==> config.mk <==
export PLATFORM = sky130hd
export DESIGN_NAME = lcd_line_timer
export DESIGN_NICKNAME = d
export VERILOG_FILES = /design/src/rtl/lcd_line_pkg.sv /design/src/rtl/lcd_line_shadow.sv /design/src/rtl/lcd_line_fsm.sv /design/src/rtl/lcd_line_outs.sv /design/src/rtl/lcd_line_timer.sv
export SDC_FILE = /design/constraint.sdc
export NUM_CORES = 1
export LEC_CHECK = 0
export BUFFER_PORTS_ARGS = -buffer_cell sky130_fd_sc_hd__buf_2
export CORE_UTILIZATION = 52
export CTS_BUF_LIST = sky130_fd_sc_hd__clkbuf_2
export CTS_CLUSTER_SIZE = 10
export DETAILED_ROUTE_END_ITERATION = 10
export PLACE_DENSITY = 0.84
export RECOVER_POWER = 50
export SYNTH_ARGS = -nofsm -noshare
export SYNTH_HDL_FRONTEND = slang
export SYNTH_SLANG_ARGS = --single-unit
==> constraint.sdc <==
create_clock -name clk -period 2 [get_ports clk]
set_input_delay 0.4 -clock clk [delete_from_list [all_inputs] [get_ports clk]]
set_output_delay 0.4 -clock clk [all_outputs]
set_load 0.01 [all_outputs]
==> src/rtl/lcd_line_pkg.sv <==
`timescale 1ns/1ps
package lcd_line_pkg;

    typedef enum logic [2:0] {
        LN_IDLE   = 3'd0,
        LN_BEGIN  = 3'd1,
        LN_PIXELS = 3'd2,
        LN_END    = 3'd3,
        LN_SYNC   = 3'd4
    } ln_state_e;

    function automatic int wmax(input int a, input int b);
        return (a > b) ? a : b;
    endfunction

endpackage

==> src/rtl/lcd_line_shadow.sv <==
`timescale 1ns/1ps
// Holds the counts used after the leading wait, captured at each line start.
module lcd_line_shadow #(
    parameter int PW = 10,
    parameter int EW = 8,
    parameter int SW = 6
) (
    input  logic          clk,
    input  logic          rst_n,
    input  logic          load,
    input  logic [PW-1:0] in_pix,
    input  logic [EW-1:0] in_end,
    input  logic [SW-1:0] in_sync,
    output logic [PW-1:0] sh_pix,
    output logic [EW-1:0] sh_end,
    output logic [SW-1:0] sh_sync
);

    always_ff @(posedge clk) begin
        if (!rst_n) begin
            sh_pix  <= '0;
            sh_end  <= '0;
            sh_sync <= '0;
        end else if (load) begin
            sh_pix  <= in_pix;
            sh_end  <= in_end;
            sh_sync <= in_sync;
        end
    end

endmodule

==> src/rtl/lcd_line_fsm.sv <==
`timescale 1ns/1ps
// Phase sequencer: one shared down counter, reloaded at each phase entry.
module lcd_line_fsm
    import lcd_line_pkg::*;
#(
    parameter int BW = 8,
    parameter int PW = 10,
    parameter int EW = 8,
    parameter int SW = 6,
    localparam int CW = wmax(wmax(BW, PW), wmax(EW, SW))
) (
    input  logic          clk,
    input  logic          rst_n,
    input  logic          run,
    input  logic          pix_ce,
    input  logic [BW-1:0] beg_wait,
    input  logic [PW-1:0] sh_pix,
    input  logic [EW-1:0] sh_end,
    input  logic [SW-1:0] sh_sync,
    output ln_state_e     st,
    output logic          load_fields,
    output logic          sync_done
);

    ln_state_e     st_n;
    logic [CW-1:0] cnt, cnt_n;
    logic          cnt_zero;

    assign cnt_zero = (cnt == '0);

    always_ff @(posedge clk) begin
        if (!rst_n) begin
            st  <= LN_IDLE;
            cnt <= '0;
        end else begin
            st  <= st_n;
            cnt <= cnt_n;
        end
    end

    always_comb begin
        st_n        = st;
        cnt_n       = cnt;
        load_fields = 1'b0;
        sync_done   = 1'b0;
        if (!run) begin
            st_n  = LN_IDLE;
            cnt_n = '0;
        end else begin
            unique case (st)
                LN_IDLE: begin
                    st_n        = LN_BEGIN;
                    cnt_n       = CW'(beg_wait);
                    load_fields = 1'b1;
                end
                LN_BEGIN: begin
                    if (pix_ce) begin
                        if (cnt_zero) begin
                            st_n  = LN_PIXELS;
                            cnt_n = CW'(sh_pix);
                        end else begin
                            cnt_n = cnt - CW'(1);
                        end
                    end
                end
                LN_PIXELS: begin
                    if (pix_ce) begin
                        if (cnt_zero) begin
                            st_n  = LN_END;
                            cnt_n = CW'(sh_end);
                        end else begin
                            cnt_n = cnt - CW'(1);
                        end
                    end
                end
                LN_END: begin
                    if (pix_ce) begin
                        if (cnt_zero) begin
                            st_n  = LN_SYNC;
                            cnt_n = CW'(sh_sync);
                        end else begin
                            cnt_n = cnt - CW'(1);
                        end
                    end
                end
                LN_SYNC: begin
                    if (pix_ce) begin
                        if (cnt_zero) begin
                            st_n        = LN_BEGIN;
                            cnt_n       = CW'(beg_wait);
                            load_fields = 1'b1;
                            sync_done   = 1'b1;
                        end else begin
                            cnt_n = cnt - CW'(1);
                        end
                    end
                end
                default: begin
                    st_n  = LN_IDLE;
                    cnt_n = '0;
                end
            endcase
        end
    end

endmodule

==> src/rtl/lcd_line_outs.sv <==
`timescale 1ns/1ps
// Output decode: polarity, mode-dependent pixel clock gating, end event.
module lcd_line_outs
    import lcd_line_pkg::*;
(
    input  logic      clk,
    input  logic      rst_n,
    input  ln_state_e st,
    input  logic      pix_ce,
    input  logic      sync_done,
    input  logic      act_low,
    input  logic      active_mode,
    output logic      line_clk,
    output logic      pix_clk,
    output logic      pix_valid,
    output logic      line_end
);

    logic in_sync, in_data, running;

    always_comb begin
        in_sync   = (st == LN_SYNC);
        in_data   = (st == LN_PIXELS);
        running   = (st != LN_IDLE);
        line_clk  = in_sync ^ act_low;
        pix_valid = in_data;
        pix_clk   = pix_ce & (in_data | (active_mode & running));
    end

    always_ff @(posedge clk) begin
        if (!rst_n) line_end <= 1'b0;
        else        line_end <= sync_done;
    end

endmodule

==> src/rtl/lcd_line_timer.sv <==
`timescale 1ns/1ps
module lcd_line_timer
    import lcd_line_pkg::*;
#(
    parameter int BW = 8,
    parameter int PW = 10,
    parameter int EW = 8,
    parameter int SW = 6
) (
    input  logic          clk,
    input  logic          rst_n,
    input  logic          run,
    input  logic          pix_ce,
    input  logic [BW-1:0] cfg_begin_wait,
    input  logic [PW-1:0] cfg_pix_per_line,
    input  logic [EW-1:0] cfg_end_wait,
    input  logic [SW-1:0] cfg_sync_width,
    input  logic          cfg_sync_act_low,
    input  logic          cfg_active_mode,
    output logic          line_clk,
    output logic          pix_clk,
    output logic          pix_valid,
    output logic          line_end
);

    ln_state_e     ln_state;
    logic          load_fields;
    logic          sync_done;
    logic [PW-1:0] sh_pix;
    logic [EW-1:0] sh_end;
    logic [SW-1:0] sh_sync;

    lcd_line_shadow #(.PW(PW), .EW(EW), .SW(SW)) u_shadow (
        .clk     (clk),
        .rst_n   (rst_n),
        .load    (load_fields),
        .in_pix  (cfg_pix_per_line),
        .in_end  (cfg_end_wait),
        .in_sync (cfg_sync_width),
        .sh_pix  (sh_pix),
        .sh_end  (sh_end),
        .sh_sync (sh_sync)
    );

    lcd_line_fsm #(.BW(BW), .PW(PW), .EW(EW), .SW(SW)) u_fsm (
        .clk         (clk),
        .rst_n       (rst_n),
        .run         (run),
        .pix_ce      (pix_ce),
        .beg_wait    (cfg_begin_wait),
        .sh_pix      (sh_pix),
        .sh_end      (sh_end),
        .sh_sync     (sh_sync),
        .st          (ln_state),
        .load_fields (load_fields),
        .sync_done   (sync_done)
    );

    lcd_line_outs u_outs (
        .clk         (clk),
        .rst_n       (rst_n),
        .st          (ln_state),
        .pix_ce      (pix_ce),
        .sync_done   (sync_done),
        .act_low     (cfg_sync_act_low),
        .active_mode (cfg_active_mode),
        .line_clk    (line_clk),
        .pix_clk     (pix_clk),
        .pix_valid   (pix_valid),
        .line_end    (line_end)
    );

endmodule

Yosys cells after proc, flatten, opt, wreduce, memory -nomap -nowiden. Index checks and enable logic that the tools add are counted.

Add/sub/neg operators: 1. Eq/ne operators: 12. Multiplexer cells: 22. Bitwise gates (word level): 4. Reductions and logical operators: 7.

Operator list (number): 10-bit two-way mux (8); 10-bit case mux with 5 select lines (1); 3-bit two-way mux (8); 3-bit case mux with 5 select lines (1); 10-bit logical NOT (1); 2-bit != test, second input constant (5); 10-bit by 1-bit subtractor with 10-bit output, second input constant (1); 8-bit AND reduction (1); 3-bit by 2-bit == test with 1-bit output, second input constant (2); 2-bit by 1-bit != test with 1-bit output, second input constant (3); 4-bit AND reduction (1); 3-bit by 1-bit == test with 1-bit output, second input constant (1); 3-bit == test, second input constant (1); 3-bit logical NOT (1); 1-bit two-way mux (3); 3-bit AND reduction (1); 3-bit nonzero test (1); 1-bit AND (2); 1-bit case mux with 2 select lines (1); 2-bit AND reduction (1); 1-bit OR (1); 1-bit XOR (1).

Register bits after elaboration: 38. Input bits: 38. Output and inout bits: 4.

Logic depth before layout (Yosys ltp).
Word-level depth: 5. Depth in mapped cells: 9. Gate-level depth less buffers: 7.

Cells and area by module. Synthesis repeated with hierarchy kept, for this count alone.

Cell total of the unflattened synthesis: 255. Area total of the unflattened synthesis: 2314.7 µm².

Modules (own cells, without submodules): lcd_line_fsm (times used 1, cells each 171, area an instance 1310.0 µm², sequential area each 260.2 µm²); lcd_line_shadow (times used 1, cells each 77, area an instance 929.6 µm², sequential area each 480.5 µm²); lcd_line_outs (times used 1, cells each 7, area an instance 75.1 µm², sequential area each 20.0 µm²).

Worst setup path before layout. OpenSTA, ideal clock, no wires.

Path kind: reg-to-reg. From: register u_fsm.cnt[0]. To: register u_shadow.sh_end[1]. Arrival time: 1.750 ns. Data required time: 1.884 ns. Slack: 0.134 ns. Cell stages (with the launch flop): 10. Period minus slack after synthesis: 1.866 ns. Cells stage by stage: dfxtp_1 inv_1 ha_1 nor4b_4 nand4_2 a21o_1 buf_6 buf_12 mux2i_1 nor2b_1.

Word-level cells in the longest chain between the ends: 5.

Ends and longest elaborated chain: from (decl) (line lcd_line_fsm.sv:26) `logic [CW-1:0] cnt, cnt_n;`; from (signal assigned) (line lcd_line_fsm.sv:37) `cnt <= cnt_n;`; 10-bit logical NOT (line lcd_line_fsm.sv:29) `assign cnt_zero = (cnt == '0);`; 1-bit two-way mux (line lcd_line_fsm.sv:88) `if (cnt_zero) begin`; 1-bit two-way mux (line lcd_line_fsm.sv:87) `if (pix_ce) begin`; 1-bit case mux with 2 select lines (line lcd_line_fsm.sv:50) `unique case (st)`; 1-bit two-way mux (line lcd_line_fsm.sv:46) `if (!run) begin`; to (signal assigned) (line lcd_line_shadow.sv:26) `sh_end <= in_end;`; to (decl) (line lcd_line_shadow.sv:15) `output logic [EW-1:0] sh_end,`.

No other way between the ends. A chain may end at the register's enable or synchronous reset.

Worst setup path after layout.
From: register u_fsm.cnt[0]. To: register u_shadow.sh_end[0].

The elaborated chain is that of the path after synthesis.

==> reports/qor.csv <==
stage,metric,value,unit
sta,Tcrit/Tclk final,95.65,%
routing,Avg WL per Cell,16.65,µm
cts,Clock Latency Late Sink,0.39,ns
sta,final hold vios,0,
global_route,initial antenna violation count,0,
yosys,Yosys cell types,52,
routing,Antenna Violating Nets Remaining,0,
sta,setup TNS,0,ns
worst_setup_path,Setup CP Type,flop to flop,
routing,met3 wire len,442,µm
sta,# setup viols final,0,
layout,layout net count,331,
worst_setup_path,"Largest stage delay, worst path",0.39,ns
yosys,Synth async-reset ratio,0,%
routing,Residual DRC,0,
sta,Max Transition Viols Final,0,
floorplan,die area,4454,µm²
routing,drt first pass iters,4,
worst_setup_path,R2R cell count,8,
placement,Inst Count DP,334,
routing,Vias/cell,5.983,
pwr,maximum VDD drop,0.4958,mV
layout,"commonest non-fill, non-tap cell in the layout",buf_2,
layout,Synth-to-Final Area Change,20.55,%
outcome,status,finished clean,
run,Max Cap Viol,0,
placement,dpl ws,0.07871,ns
cts,clock slew at reported path FFs,0.20,ns
layout,n_diodes,0,
global_route,"Remaining Overflow, GRT",0,
sta,setup slack after layout,0.08707,ns
cts,TritonCTS clock tree,done,
worst_setup_path,Critical-path top delay cell,dfxtp_1,
sta,Hold WS,0.2448,ns
worst_setup_path,WP data required,2.30,ns
worst_setup_path,Setup crit start kind,flop,
routing,Max Used Layer,met4,
worst_setup_path,cells along the critical path,inv_1 -> ha_1 -> nor4b_4 -> nand4_1 -> a21o_1 -> buf_12 -> mux2i_1 -> nor2b_1,
worst_setup_path,crit end category,flop,
worst_setup_path,CP max FO,24,
pwr,static leakage,1.146,nW
cts,total CTS buffers,5,
floorplan,Chip Width,66.74,µm
global_route,first-pass GRT wire length,9163,µm
floorplan,Initial Utilization,54.49,%
yosys,number of enable flip-flop cells after synthesis,0,
global_route,Total Routing Usage GR,27.92,%
yosys,Mapped Area,2180,µm²
hold_path,worst hold path stage count,3,
sta,relative slew slack,70.27,%
routing,final wirelength,5712,µm
routing,via count,2052,
yosys,cell count after synthesis,236,
sta,Least-Margin Pin Slew,0.4450,ns
routing,initial DRC count,186,
yosys,"Avg Cell Area, Syn",9.236,µm²
placement,dpl hpwl,4153,µm
sta,worst clock skew,0.009863,ns
yosys,"Top FF cell, synth",dfxtp_1,
yosys,Ys Warns,0,
layout,cell area after layout,2628,µm²
floorplan,area of the core,4000,µm²
placement,Post-DP Area,2526,µm²
yosys,Post-Synthesis Net Count,275,
cts,htree depth,2,
sta,Period minus WS final,1.913,ns
layout,fin cells,343,
worst_setup_path,Worst Path Arrival,2.22,ns
floorplan,Die H,66.74,µm
sta,max frequency,0.5228,GHz
cts,maximum root-to-sink buffer count,2,
floorplan,FP Rows,23,
global_route,vias in the first global route,1927,
hold_path,Hold Crit Class,input pin to flop,
pwr,P per Cell Area,670.0,nW/µm²
routing,met2 wire length,2666,µm
yosys,number of synthesized register bits,38,
placement,Placer Congestion,0.9781,
layout,most frequent cells in the layout,"buf_2 (40), dfxtp_1 (36), nor2b_1 (26)",
yosys,register area share after synthesis,34.90,%
placement,port buffer count,41,
sta,unrepaired setup endpoints after global routing,yes,
layout,layout cell share with drive strength beyond 1,30.38,%
cts,Root Buffer,clkbuf_2,
cts,hold_buf cts,0,
floorplan,# IOs,42,
global_route,largest net degree at the start of global routing,25,
routing,WL met1,2452,µm
cts,# clock sinks,38,
power breakdown:
part | switching (mW) | internal (mW)
Sequential | 0.0443 | 0.802
Clock | 0.261 | 0.208
Combinational | 0.222 | 0.224
through the flow:
step	total power [mW]	util (%)
6_report	1.760	65.69
5_1_grt	1.843	65.69
4_1_cts	1.749	64.97
3_5_place_dp	1.280	63.15
3_3_place_gp	1.269	63.15
2_1_floorplan	1.131	-
sequential cells by signal, summed over array words and instances (netlist names):
signal and count:
u_shadow.sh_sync 6, u_shadow.sh_pix 10, u_outs.line_end 1, u_shadow.sh_end 8, u_fsm.cnt 10, u_fsm.st 3
layout make-up:
class / instances / area, µm²
clock buffer: 5 / 25.02
clock inverter: 3 / 40.04
fill: 329 / 1373
inverter: 5 / 18.77
multi-input combinational: 177 / 1318
sequential: 38 / 763.2
tap: 50 / 62.56
timing repair buffer: 65 / 400.4
cells in the mapped netlist, types with 5 or more instances:
library cell	count	area, µm²
dfxtp_1	38	760.7
nor2b_1	26	162.7
mux2i_1	25	250.2
o21ai_0	16	80.08
a22oi_1	9	67.56
nand2_1	8	30.03
nand3_1	8	40.04
a21oi_1	7	35.03
clkbuf_1	7	26.28
nor2_1	7	26.28
nor3_1	7	35.03
a221oi_1	5	43.79
inv_1	5	18.77
mux2_2	5	56.30
o21a_1	5	37.54
worst max-delay path: cells and delay by family (launching register included):
kind	cells	cell delay (ns)
simple gates	3	0.54
fa+ha+maj	1	0.18
flops	1	0.39
buf+inv	2	0.26
compound gates	1	0.25
mux	1	0.18
path summary, 6_finish.rpt:
check / start / to / slack (ns)
max: u_fsm.cnt[0] / u_shadow.sh_end[0] / 0.09
min: cfg_sync_width[2] / u_shadow.sh_sync[2] / 0.24
max reg2reg: u_fsm.cnt[0] / u_shadow.sh_end[0] / 0.09
min reg2reg: u_shadow.sh_end[4] / u_shadow.sh_end[4] / 0.55
logic make-up after synthesis:
logic type,Yosys count,share of synthesized area (%)
xor+xnor,6,2.411
buf+inv,21,5.741
fa+ha+maj,1,0.5740
mux,30,14.06
simple gates,78,22.45
compound gates,62,19.86
flops,38,34.90
per-layer routing:
layer	GRT usage, %	vias up
li1	-	993
met1	35.56	936
met2	45.20	107
met3	6.164	16
met4	11.17	0
met5	0	-
what timing repair did:
item / 4_1_cts / 5_1_grt
pin swaps: 0 / 1
resized for setup: 3 / 10
buffers inserted: 0 / 1
setup endpoints to repair: 3 / 10
Power figures use the tool's default switching activity.
